==> config.mk <==
export PLATFORM = sky130hd
export DESIGN_NAME = gart_xlate
export DESIGN_NICKNAME = d
export VERILOG_FILES = /design/src/rtl/gart_pkg.sv /design/src/rtl/gart_ctrl.sv /design/src/rtl/gart_dpath.sv /design/src/rtl/gart_xlate.sv
export SDC_FILE = /design/constraint.sdc
export NUM_CORES = 1
export LEC_CHECK = 0
export BUFFER_PORTS_ARGS = -buffer_cell sky130_fd_sc_hd__buf_2
export CAP_MARGIN = 20
export CORE_MARGIN = 5
export CORE_UTILIZATION = 44
export DETAILED_ROUTE_END_ITERATION = 12
export PLACE_DENSITY = 0.81
export SETUP_SLACK_MARGIN = 0.4
export SLEW_MARGIN = 0
export SYNTH_ARGS = -nofsm -noshare
export SYNTH_HDL_FRONTEND = slang
export SYNTH_HIERARCHICAL = 1
export SYNTH_SLANG_ARGS = --single-unit
==> constraint.sdc <==
create_clock -name clk -period 3.7 [get_ports clk]
set_clock_uncertainty 0.1 [all_clocks]
set_input_delay 0.74 -clock clk [delete_from_list [all_inputs] [get_ports clk]]
set_output_delay 0.74 -clock clk [all_outputs]
set_load 0.01 [all_outputs]
==> src/rtl/gart_pkg.sv <==
`timescale 1ns/1ps
package gart_pkg;
  localparam int ADDR_W      = 40;  // request and physical address width
  localparam int SPACE_LOG2  = 35;  // translatable window is 2^35 bytes
  localparam int SMALL_SHIFT = 12;  // 4 kB page
  localparam int LARGE_SHIFT = 22;  // 4 MB page
  localparam int ENTRY_W     = 32;  // table entry width

  typedef enum logic [1:0] {
    CAUSE_NONE    = 2'd0,
    CAUSE_RANGE   = 2'd1,
    CAUSE_PARITY  = 2'd2,
    CAUSE_INVALID = 2'd3
  } xlate_cause_e;

  // strobes from control to datapath
  typedef struct packed {
    logic loadS1;    // capture an accepted request
    logic loadResp;  // move stage 1 into the response register
    logic sramRd;    // issue a table read
  } xlate_strobe_t;
endpackage

==> src/rtl/gart_ctrl.sv <==
`timescale 1ns/1ps
module gart_ctrl
  import gart_pkg::*;
(
  input  logic          clk,
  input  logic          rst,
  input  logic          reqValid,
  input  logic          inRange,
  input  logic          respReady,
  output logic          reqReady,
  output logic          respValid,
  output xlate_strobe_t strobe
);
  logic s1Valid;
  logic respValidQ;
  logic advance;
  logic accept;

  // the response register can take stage 1 when it is empty or draining
  assign advance   = !respValidQ || respReady;
  assign reqReady  = !s1Valid || advance;
  assign accept    = reqValid && reqReady;
  assign respValid = respValidQ;

  always_comb begin
    strobe          = '0;
    strobe.loadS1   = accept;
    strobe.loadResp = s1Valid && advance;
    strobe.sramRd   = accept && inRange;
  end

  always_ff @(posedge clk) begin
    if (rst) begin
      s1Valid    <= 1'b0;
      respValidQ <= 1'b0;
    end else begin
      s1Valid    <= accept || (s1Valid && !advance);
      respValidQ <= (s1Valid && advance) || (respValidQ && !respReady);
    end
  end
endmodule

==> src/rtl/gart_dpath.sv <==
`timescale 1ns/1ps
module gart_dpath
  import gart_pkg::*;
#(
  parameter int AddrW      = ADDR_W,
  parameter int SpaceLog2  = SPACE_LOG2,
  parameter int SmallShift = SMALL_SHIFT,
  parameter int LargeShift = LARGE_SHIFT,
  parameter int EntryW     = ENTRY_W,
  localparam int IdxW      = SpaceLog2 - SmallShift,
  localparam int BaseW     = AddrW - LargeShift,
  localparam int PageW     = AddrW - SmallShift,
  localparam int GranW     = LargeShift - SmallShift,
  localparam int FrameS    = AddrW - SmallShift,
  localparam int FrameL    = AddrW - LargeShift,
  localparam int ValidBit  = EntryW - 2
)(
  input  logic              clk,
  input  logic              rst,
  input  xlate_strobe_t     strobe,
  input  logic              pageLarge,
  input  logic [BaseW-1:0]  apertureBase,
  input  logic [AddrW-1:0]  reqAddr,
  input  logic [EntryW-1:0] sramRdData,
  output logic              inRange,
  output logic [IdxW-1:0]   sramAddr,
  output logic [AddrW-1:0]  respAddr,
  output logic              respErr,
  output xlate_cause_e      respCause
);
  // page-granular offset from the base, with a borrow bit on top
  logic [PageW:0] pageDiff;
  assign pageDiff = {1'b0, reqAddr[AddrW-1:SmallShift]}
                  - {1'b0, apertureBase, {GranW{1'b0}}};

  assign inRange  = !pageDiff[PageW] && (pageDiff[PageW-1:IdxW] == '0);
  assign sramAddr = pageLarge ? IdxW'(pageDiff[IdxW-1:GranW])
                              : pageDiff[IdxW-1:0];

  // stage 1: request held while its entry is read
  logic [LargeShift-1:0] s1Low;
  logic                  s1Large;
  logic                  s1InRange;

  always_ff @(posedge clk) begin
    if (rst) begin
      s1Low     <= '0;
      s1Large   <= 1'b0;
      s1InRange <= 1'b0;
    end else if (strobe.loadS1) begin
      s1Low     <= reqAddr[LargeShift-1:0];
      s1Large   <= pageLarge;
      s1InRange <= inRange;
    end
  end

  // entry checks and address merge
  logic         parityBad;
  logic         entryValid;
  logic [AddrW-1:0] merged;
  xlate_cause_e causeNext;

  assign parityBad  = ^sramRdData;
  assign entryValid = sramRdData[ValidBit];
  assign merged     = s1Large ? {sramRdData[FrameL-1:0], s1Low}
                              : {sramRdData[FrameS-1:0], s1Low[SmallShift-1:0]};

  always_comb begin
    if (!s1InRange)      causeNext = CAUSE_RANGE;
    else if (parityBad)  causeNext = CAUSE_PARITY;
    else if (!entryValid) causeNext = CAUSE_INVALID;
    else                 causeNext = CAUSE_NONE;
  end

  always_ff @(posedge clk) begin
    if (rst) begin
      respAddr  <= '0;
      respErr   <= 1'b0;
      respCause <= CAUSE_NONE;
    end else if (strobe.loadResp) begin
      respAddr  <= (causeNext == CAUSE_NONE) ? merged : '0;
      respErr   <= (causeNext != CAUSE_NONE);
      respCause <= causeNext;
    end
  end
endmodule

==> src/rtl/gart_xlate.sv <==
`timescale 1ns/1ps
module gart_xlate
  import gart_pkg::*;
#(
  parameter int AddrW      = ADDR_W,
  parameter int SpaceLog2  = SPACE_LOG2,
  parameter int SmallShift = SMALL_SHIFT,
  parameter int LargeShift = LARGE_SHIFT,
  parameter int EntryW     = ENTRY_W,
  localparam int IdxW      = SpaceLog2 - SmallShift,
  localparam int BaseW     = AddrW - LargeShift
)(
  input  logic              clk,
  input  logic              rst,
  input  logic              pageLarge,
  input  logic [BaseW-1:0]  apertureBase,
  input  logic              reqValid,
  output logic              reqReady,
  input  logic [AddrW-1:0]  reqAddr,
  output logic              sramRdEn,
  output logic [IdxW-1:0]   sramAddr,
  input  logic [EntryW-1:0] sramRdData,
  output logic              respValid,
  input  logic              respReady,
  output logic [AddrW-1:0]  respAddr,
  output logic              respErr,
  output logic [1:0]        respCause
);
  xlate_strobe_t strobe;
  logic          inRange;
  xlate_cause_e  causeInt;

  gart_ctrl u_ctrl (
    .clk       (clk),
    .rst       (rst),
    .reqValid  (reqValid),
    .inRange   (inRange),
    .respReady (respReady),
    .reqReady  (reqReady),
    .respValid (respValid),
    .strobe    (strobe)
  );

  gart_dpath #(
    .AddrW      (AddrW),
    .SpaceLog2  (SpaceLog2),
    .SmallShift (SmallShift),
    .LargeShift (LargeShift),
    .EntryW     (EntryW)
  ) u_dpath (
    .clk          (clk),
    .rst          (rst),
    .strobe       (strobe),
    .pageLarge    (pageLarge),
    .apertureBase (apertureBase),
    .reqAddr      (reqAddr),
    .sramRdData   (sramRdData),
    .inRange      (inRange),
    .sramAddr     (sramAddr),
    .respAddr     (respAddr),
    .respErr      (respErr),
    .respCause    (causeInt)
  );

  assign sramRdEn  = strobe.sramRd;
  assign respCause = causeInt;
endmodule

==> flow_metrics.env, run 1 <==
export IMPL_critical_path_required_ns=2.86
export IMPL_synthCells=486
export IMPL_netlist_area_leader_share_pct=34.1
export IMPL_synth_edff_count=0
export IMPL_max_slew_worst_pin_slew_ns=0.876
export IMPL_r2r_end="u_dpath/respAddr[26]"
export IMPL_postLayoutCoreUtil_pct=62.2
export IMPL_cp_end_kind="output port"
export IMPL_hpwl_um=9030
export IMPL_setup_slack_ns=-0.0765
export IMPL_htreeDepth=3
export IMPL_hold_buffers=0
export IMPL_ys_seq_area_share_pct=34.1
export IMPL_core_area_sq_um=9110
export IMPL_gp_congestion=0.889
export IMPL_insertedDiodeCount=0
export IMPL_worstSetupPathType="primary input to output port"
export IMPL_die_h_um=106
export IMPL_ios=164
export IMPL_ant_nets=0
export IMPL_cp_arrival_ns=2.94
export IMPL_dp_slack_ns=-0.265
export IMPL_stdcell_count=782
export IMPL_drv_cap=0
export IMPL_synthFlopType="dfxtp_1"
export IMPL_fmax_mhz=265
export IMPL_setup_viol=3
export IMPL_power_density_nw_per_um2=374
export IMPL_avgViaCountPerCell=5.14
export IMPL_synth_fp_nets=600
export IMPL_drv_slew=0
export IMPL_std_cell_rows=35
export IMPL_cp_startpoint="reqAddr[22]"
export IMPL_vias=4021
export IMPL_yosysWarnings=6
export IMPL_overflow=0
export IMPL_period_needed_ns=3.78
export IMPL_combPwrFrac_pct=30.9
export IMPL_clk_latency_ns=0.33
export IMPL_cts_root_buf="clkbuf_8"
export IMPL_internal_power_mw=1.46
export IMPL_cts_tree="done"
export IMPL_peakVddDrop_mv=0.294
export IMPL_syn2layout_area_growth_pct=39.8
export IMPL_rsz0062_at_grt="yes"
export IMPL_path_max_fanout=2
export IMPL_wirelength_um=12200
export IMPL_ys_ff_latch=69
export IMPL_finalPower_mw=2.12
export IMPL_antenna_found_initial=0
export IMPL_slew_headroom_pct=41.6
export IMPL_leakagePower_nw=2.70
export IMPL_start_kind="primary input"
export IMPL_status="finished, violations left"
export IMPL_drive_gt1_share_pct=39.6
export IMPL_drc=0
export IMPL_crit_end="sramRdEn"
export IMPL_grt_start_max_net_pins=41
export IMPL_violations="negative setup slack"
export IMPL_grt_pass1_wl_um=18600
export IMPL_p_seq_share_pct=36.8
export IMPL_nNetsFinal=780
export IMPL_hold_path_class="flip-flop to flip-flop"
export IMPL_wl_per_cell_um=15.7
export IMPL_path_clk_slew_ns=0.07
export IMPL_firstDrtPassIters=4
export IMPL_ff2ff_setup_slack_ns=2.07
export IMPL_rr_worst_depth=6
export IMPL_placed_cells=757
export IMPL_first_iter_violations=165
export IMPL_p_sw_share_pct=31.0
export IMPL_start_util_pct=44.5
export IMPL_ys_types=48
export IMPL_p_clk_share_pct=32.2
export IMPL_synth_area_leaders="dfxtp_1 34%, mux2i_1 13%, xnor2_1 7.1%, o21ai_0 6.7%, ha_1 5.6%"
export IMPL_numCtsBuffers=9
export IMPL_grt_pass1_vias=3973
export IMPL_cts_max_path_buffers=2
export IMPL_syn_area_sq_um=4060
export IMPL_async_flop_share_pct=0
export IMPL_numPortBuffers=163
export IMPL_syn_avg_cell_area_sq_um=8.34
export IMPL_p_switching_uw=657
export IMPL_hold_violations=0
export IMPL_r2r_start="u_ctrl/respValid"
export IMPL_fp_dieW_um=106
export IMPL_fin_crit_sh_pct=102
export IMPL_grt_usage_pct=20.1
export IMPL_synth_top_area_cell="dfxtp_1"
export IMPL_die_area_sq_um=11200
export IMPL_numClockSinks=69
[worst max-delay path, cell delays in order]
cell      delay, ns
buf_6          0.10
inv_4          0.04
ha_4           0.12
inv_2          0.03
fa_2           0.34
a211oi_2       0.21
o21ai_2        0.10
o221a_4        0.24
a311oi_2       0.23
xnor2_1        0.10
a2111o_1       0.32
nor3_2         0.10
and3_1         0.15
buf_2          0.12
[per-stage QoR]
step / hold WS (ns) / cell area, sq um / setup TNS [ns]
final: 0.351 / 5670 / -0.121
after global routing: 0.375 / 5670 / -0.551
after CTS: 0.357 / 5410 / -0.159
after detailed placement: 0.339 / 5080 / -0.521
after global placement: 0.333 / 5080 / -0.297
after floorplan: 0.344 / 4070 / 0
[cell type report]
class,instances,area [sq um]
Clock inverter,7,98.8
Inverter,42,168
Fill cell,770,3440
Clock buffer,9,124
Timing Repair Buffer,194,1080
Sequential cell,69,1380
Tap cell,111,139
Multi-Input combinational cell,350,2680
[what timing repair did]
| item | CTS | global route |
|---|---|---|
| endpoints found under the setup margin | 12 | 14 |
| buffers inserted | 3 | 6 |
| pin swaps | 16 | 15 |
| gates cloned | 0 | 0 |
| gates resized for setup | 20 | 42 |
[power by group through the flow]
stage                     Combinational (mW)  Sequential (mW)  Clock [mW]
after CTS                              0.585            0.779       0.703
after detailed placement               0.558            0.797           0
after floorplan                        0.372            0.787           0
after global routing                   0.712            0.783       0.734
after global placement                 0.547            0.795           0
final                                  0.655            0.780       0.683
[synthesized netlist by cell type, types with 2 or more instances]
cell and n:
dfxtp_1 69, nand2_1 56, o21ai_0 54, mux2i_1 52
nor2_1 45, inv_1 42, xnor2_1 33, clkbuf_1 21
a21oi_1 19, ha_1 18, xor2_1 11, nand2b_1 5
nor3_1 5, a2111o_1 3, a21o_1 3, a21o_2 3
and2_1 3, and3_1 3, mux2_2 3, o211ai_1 3
a211oi_1 2, a221oi_1 2, a311oi_1 2, nand4_1 2
nor2b_1 2, o21a_1 2, o41ai_1 2
[worst min path at each step]
| stage | from | endpoint | slack, ns | depth (start not counted) |
|---|---|---|---|---|
| 6_report | u_dpath/respAddr[19] | u_dpath/respAddr[19] | 0.35 | 2 |
| 4_1_cts | u_dpath/respAddr[19] | u_dpath/respAddr[19] | 0.36 | 2 |
| 2_1_floorplan | u_dpath/s1Low[0] | u_dpath/respAddr[0] | 0.34 | 2 |
| 3_3_place_gp | u_dpath/respAddr[19] | u_dpath/respAddr[19] | 0.33 | 2 |
| 3_5_place_dp | u_dpath/respAddr[19] | u_dpath/respAddr[19] | 0.34 | 2 |
| 5_1_grt | u_dpath/respAddr[27] | u_dpath/respAddr[27] | 0.37 | 2 |
[cell families after synthesis]
kind of cell,count (synthesis),share of synthesized area (%)
xor gates and xnor gates,44,9.50
DFF,69,34.1
AOI/OAI and AO/OA,105,16.5
buffers and inverters,67,6.51
adders and majority gates,19,6.05
and+or+nand+nor,127,13.7
muxes,55,13.7
[metal layers]
layer	global-route usage, %	up-vias	part of all wire, %	wire (um)
li1	-	2008	-	-
met1	23.6	1885	40	4930
met2	36.0	112	53	6470
met3	4.92	16	5.2	633
met4	6.29	0	1.7	210
met5	0	-	0	0
[state kept, by name, summed over array words and instances, names as in the netlist]
name	flops
u_dpath/respCause	2
u_dpath/s1InRange	1
u_dpath/s1Low	22
u_dpath/s1Large	1
u_dpath/respAddr	40
u_dpath/respErr	1
u_ctrl/respValid	1
u_ctrl/s1Valid	1
[placed cells by master, fill, tap and decap left out, types with 6 or more instances in the layout]
| cell | instances |
|---|---|
| a21oi_1 | 13 |
| a21oi_2 | 6 |
| buf_2 | 161 |
| buf_4 | 28 |
| clkbuf_8 | 9 |
| dfxtp_1 | 68 |
| ha_1 | 13 |
| inv_1 | 38 |
| mux2i_1 | 52 |
| nand2_1 | 55 |
| nor2_1 | 44 |
| o21ai_0 | 50 |
| xnor2_1 | 30 |
| xor2_1 | 10 |
(Power assumes the default switching activity.)
==> inputs of run 2 (changes only) <==
- CTS_CLUSTER_SIZE: unset -> 30
- GPL_TIMING_DRIVEN: unset -> 0
==> run 2 against run 1 <==
Compared with the run above: the run still ends with negative setup slack left; global-route usage up 0.76 points; via count about the same; first-iteration DRC count is 32% lower; combinational power shrank 7.9%; worst hold slack improved by 0.0029 ns; clock power decreased by 9.4%; design area decreased by 4.6%; cell count increased by 0.13%; die area unchanged; routed wire length shrank 0.71%; sequential power decreased by 1%; highest routed layer unchanged.
==> flow_metrics.env, run 2 (synthesized netlist as in run 1, its figures left out) <==
export IMPL_slew_headroom_pct=51.3
export IMPL_gp_congestion=0.919
export IMPL_grt_pass1_vias=4016
export IMPL_fmax_mhz=255
export IMPL_wl_per_cell_um=15.5
export IMPL_grt_pass1_wl_um=18900
export IMPL_hold_path_class="flip-flop to flip-flop"
export IMPL_layout_commonest_cell="buf_2"
export IMPL_m1WireLength_um=4860
export IMPL_numCtsBuffers=9
export IMPL_fp_dieW_um=106
export IMPL_drive_gt1_share_pct=33.6
export IMPL_wl_met3_um=753
export IMPL_worstSetupPathType="primary input to output port"
export IMPL_nFillCells=833
export IMPL_leakagePower_nw=2.59
export IMPL_vias=4023
export IMPL_cts_tree="done"
export IMPL_wl_met2_um=6230
export IMPL_avgViaCountPerCell=5.14
export IMPL_violations="negative setup slack"
export IMPL_regMostFlops="u_dpath/respAddr"
export IMPL_path_clk_slew_ns=0.07
export IMPL_path_max_fanout=2
export IMPL_hold_buffers=0
export IMPL_firstDrtPassIters=4
export IMPL_placed_cells=760
export IMPL_drc=0
export IMPL_hpwl_um=9750
export IMPL_htreeDepth=3
export IMPL_rsz0062_at_grt="yes"
export IMPL_wirelength_um=12200
export IMPL_core_area_sq_um=9110
export IMPL_cts_root_buf="clkbuf_8"
export IMPL_stdcell_count=783
export IMPL_reg_top3="u_dpath/respAddr (40), u_dpath/s1Low (22), u_dpath/respCause (2)"
export IMPL_syn2layout_area_growth_pct=33.4
export IMPL_hold_violations=0
export IMPL_layout_common_cells="162 x buf_2, 69 x dfxtp_1, 55 x nand2_1"
export IMPL_critical_path_required_ns=2.86
export IMPL_drv_slew=0
export IMPL_largest_reg_flops=40
export IMPL_die_h_um=106
export IMPL_setup_slack_ns=-0.225
export IMPL_grt_usage_pct=20.8
export IMPL_numClockSinks=69
export IMPL_insertedDiodeCount=0
export IMPL_start_util_pct=44.5
export IMPL_cp_end_kind="output port"
export IMPL_period_needed_ns=3.93
export IMPL_setup_viol=5
export IMPL_clk_latency_ns=0.35
export IMPL_power_density_nw_per_um2=369
export IMPL_std_cell_rows=35
export IMPL_cp_arrival_ns=3.09
export IMPL_postLayoutCoreUtil_pct=59.4
export IMPL_ios=164
export IMPL_cts_max_path_buffers=2
export IMPL_dp_slack_ns=-0.340
export IMPL_fin_crit_sh_pct=106
export IMPL_die_area_sq_um=11200
export IMPL_first_iter_violations=113
export IMPL_overflow=0
export IMPL_status="finished, violations left"
export IMPL_grt_start_max_net_pins=14
export IMPL_start_kind="primary input"
export IMPL_nNetsFinal=781
export IMPL_peakVddDrop_mv=0.306
export IMPL_top_layer="met4"
export IMPL_ant_nets=0
export IMPL_drv_cap=0
export IMPL_max_slew_worst_pin_slew_ns=0.730
export IMPL_numPortBuffers=163
export IMPL_antenna_found_initial=0
==> run 2: changes by cell type in the layout (fill, tap and decap cells not counted), sizes merged <==
cell    previous run  this run
bufinv             2         1
buf              194       173
clkbuf             9        32
==> run 2: critical path, stage by stage <==
cell	delay [ns]
buf_6	0.10
inv_4	0.04
ha_4	0.12
inv_2	0.04
fa_2	0.35
a211oi_2	0.23
o21ai_2	0.10
o221a_4	0.23
a311oi_2	0.29
xnor2_1	0.11
a2111o_1	0.34
nor3_2	0.12
and3_1	0.15
buf_2	0.12
==> run 2: report_power, final <==
part,internal (mW),leakage (nW),total (mW),switching (mW)
Combinational,0.279,1.93,0.603,0.324
Clock,0.317,0.0971,0.619,0.302
Sequential,0.761,0.561,0.772,0.0109
==> run 2: timing repair <==
item                                    CTS  global route
resized for setup                        23            12
setup buffers                             5             2
pin swaps                                19             8
endpoints found under the setup margin   12            15
==> run 2: worst paths after layout <==
kind                             start                    to  slack [ns]  cells after the start
setup reg to reg        u_ctrl/s1Valid      u_dpath/s1Low[5]        1.52                      7
hold reg to reg   u_dpath/respAddr[13]  u_dpath/respAddr[13]        0.35                      2
hold / removal    u_dpath/respAddr[13]  u_dpath/respAddr[13]        0.35                      2
setup / recovery           reqAddr[22]              sramRdEn       -0.23                     14
==> run 2: per-layer routing <==
metal / vias up / track usage [%]
li1: 2015 / -
met1: 1872 / 23.4
met2: 114 / 36.9
met3: 22 / 7.41
met4: 0 / 6.48
met5: - / 0
==> run 2: layout make-up <==
type	count	area, sq um	area share, %
plain buffers	25	106	1.97
clock buffers	10	128	2.36
clock inverters	6	72.6	1.34
inverters	42	160	2.96
multi-input cells	350	2540	47.0
flip-flops and latches	69	1380	25.5
well taps	111	139	2.57
repair buffers	170	882	16.3
==> run 2: metrics by stage <==
stage	cell area (sq um)	power (mW)	hold WS, ns	setup TNS, ns
2_1_floorplan	4070	1.16	0.344	0
3_3_place_gp	5020	1.32	0.330	-0.451
3_5_place_dp	5020	1.34	0.342	-0.903
4_1_cts	5350	1.99	0.359	-0.279
5_1_grt	5410	2.10	0.384	-1.15
6_report	5410	1.99	0.353	-0.376
==> inputs of run 3 (changes only) <==
- REMOVE_ABC_BUFFERS: unset -> 1
==> run 3 against run 2 <==
Compared with the run above: the flow still finishes with violations (negative setup slack); design area rose by 2.7%; cell count fell by 2.6%; register-to-register slack got worse by 0.12 ns; routed wire length fell by 0.81%; clock power rose by 11%; sequential share of layout area fell by 0.64 points; die area did not move; fmax rose by 0.58%; worst setup slack improved by 0.023 ns; worst hold slack barely moved; via count fell by 2.0%; highest routed layer unchanged.
==> flow_metrics.env, run 3 (synthesized netlist as in run 1, its figures left out) <==
export IMPL_start_kind="primary input"
export IMPL_path_clk_slew_ns=0.07
export IMPL_nFillCells=793
export IMPL_syn2layout_area_growth_pct=37.0
export IMPL_gp_congestion=0.890
export IMPL_fp_dieW_um=106
export IMPL_cp_num_buf_inv=4
export IMPL_regMostFlops="u_dpath/respAddr"
export IMPL_layout_common_cells="160 x buf_2, 68 x dfxtp_1, 54 x nand2_1"
export IMPL_drv_slew=0
export IMPL_wirelength_um=12100
export IMPL_register_area_sq_um=1380
export IMPL_firstDrtPassIters=4
export IMPL_cp_top_family="compound AO/OA/AOI/OAI gates"
export IMPL_grt_start_max_net_pins=41
export IMPL_overflow=0
export IMPL_wl_per_cell_um=15.8
export IMPL_cts_max_path_buffers=2
export IMPL_ant_nets=0
export IMPL_hpwl_um=8990
export IMPL_cp_arrival_ns=3.06
export IMPL_max_slew_worst_pin_slew_ns=0.928
export IMPL_setup_viol=5
export IMPL_multi_input_area_sq_um=2650
export IMPL_design_area_sq_um=5550
export IMPL_status="finished, violations left"
export IMPL_dp_slack_ns=-0.401
export IMPL_first_iter_violations=189
export IMPL_setup_slack_ns=-0.202
export IMPL_worstSetupPathType="primary input to output port"
export IMPL_ios=164
export IMPL_clk_latency_ns=0.34
export IMPL_htreeDepth=3
export IMPL_cp_slowest_cell="fa_2"
export IMPL_placed_area_sq_um=4970
export IMPL_die_area_sq_um=11200
export IMPL_grt_usage_pct=20.5
export IMPL_drive_gt1_share_pct=37.4
export IMPL_reg_top3="u_dpath/respAddr (40), u_dpath/s1Low (22), u_dpath/respCause (2)"
export IMPL_path_max_fanout=2
export IMPL_cts_tree="done"
export IMPL_power_density_nw_per_um2=376
export IMPL_vias=3942
export IMPL_cp_end_kind="output port"
export IMPL_finalPower_mw=2.09
export IMPL_layout_commonest_cell="buf_2"
export IMPL_start_util_pct=44.5
export IMPL_crit_chain="buf_6, inv_4, ha_4, inv_2, fa_2, a211oi_2, o21ai_2, o221a_4, a311oi_2, xnor2_1, a2111o_1, nor3_2, and3_1, buf_2"
export IMPL_hold_buffers=0
export IMPL_drv_cap=0
export IMPL_violations="negative setup slack"
export IMPL_peakVddDrop_mv=0.226
export IMPL_drc=0
export IMPL_grt_pass1_vias=3960
export IMPL_ff2ff_setup_slack_ns=1.40
export IMPL_fmax_mhz=256
export IMPL_std_cell_rows=35
export IMPL_antenna_found_initial=0
export IMPL_critical_path_required_ns=2.86
export IMPL_numPortBuffers=163
export IMPL_numCtsBuffers=9
export IMPL_insertedDiodeCount=0
export IMPL_hold_violations=0
export IMPL_leakagePower_nw=2.62
export IMPL_slowest_delay_ns=0.34
export IMPL_cts_root_buf="clkbuf_8"
export IMPL_grt_pass1_wl_um=18700
export IMPL_numClockSinks=69
export IMPL_nNetsFinal=762
export IMPL_hold_path_class="flip-flop to flip-flop"
export IMPL_die_h_um=106
export IMPL_period_needed_ns=3.90
export IMPL_fin_crit_sh_pct=105
export IMPL_avgViaCountPerCell=5.17
export IMPL_core_area_sq_um=9110
export IMPL_rsz0062_at_grt="yes"
export IMPL_slew_headroom_pct=38.0
export IMPL_whs_ns=0.353
export IMPL_largest_reg_flops=40
run 3: cell count changes in the layout (fill, tap and decap cells not counted), sizes merged:
cell,delta
buf,+3
bufinv,+1
clkbuf,-22
clkinv,-1
inv,-1
run 3: metrics by stage:
step           util [%]  setup TNS (ns)  instances
6_report           61.0          -0.450        763
3_3_place_gp       53.8           -4.05        735
5_1_grt            61.0          -0.800        763
4_1_cts            59.2          -0.242        759
3_5_place_dp       54.5           -1.20        737
2_1_floorplan         -         -0.0390        461
run 3: power by group:
part | leakage (nW) | internal [mW] | switching [mW]
logic | 1.95 | 0.300 | 0.323
clock network | 0.109 | 0.397 | 0.290
registers | 0.561 | 0.761 | 0.0195
total | 2.62 | 1.46 | 0.633
run 3: cell type report:
cell class                 count  area share (%)
clock buffer                  10            2.48
clock inverter                 5            1.53
inverter                      42            3.02
multi-input combinational    350            47.7
sequential                    69            24.9
tap                          111            2.50
timing repair buffer         176            17.8
run 3: worst paths after layout:
kind / start / endpoint / cells past startpoint
max: reqAddr[22] / sramRdEn / 14
min: u_dpath/respAddr[28] / u_dpath/respAddr[28] / 2
max reg2reg: u_ctrl/respValid / u_dpath/respAddr[15] / 5
min reg2reg: u_dpath/respAddr[28] / u_dpath/respAddr[28] / 2
run 3: repair_timing:
item,4_1_cts,5_1_grt
pin swaps,18,16
gates cloned,0,0
endpoints found under the setup margin,13,15
buffers inserted,7,4
gates resized for setup,38,30
run 3: worst min-delay path, stage by stage (launching register included):
cell     delay (ns)
dfxtp_1        0.32
nand2_1        0.04
o21ai_0        0.06
run 3: routing by layer:
layer  track usage (%)  vias to the layer above  wire length [um]
met5                 0                        -                 0
met4              5.92                        0               139
met3              7.95                       16              1070
met2              36.0                      130              6140
met1              23.1                     1834              4710
li1                  -                     1962                 -
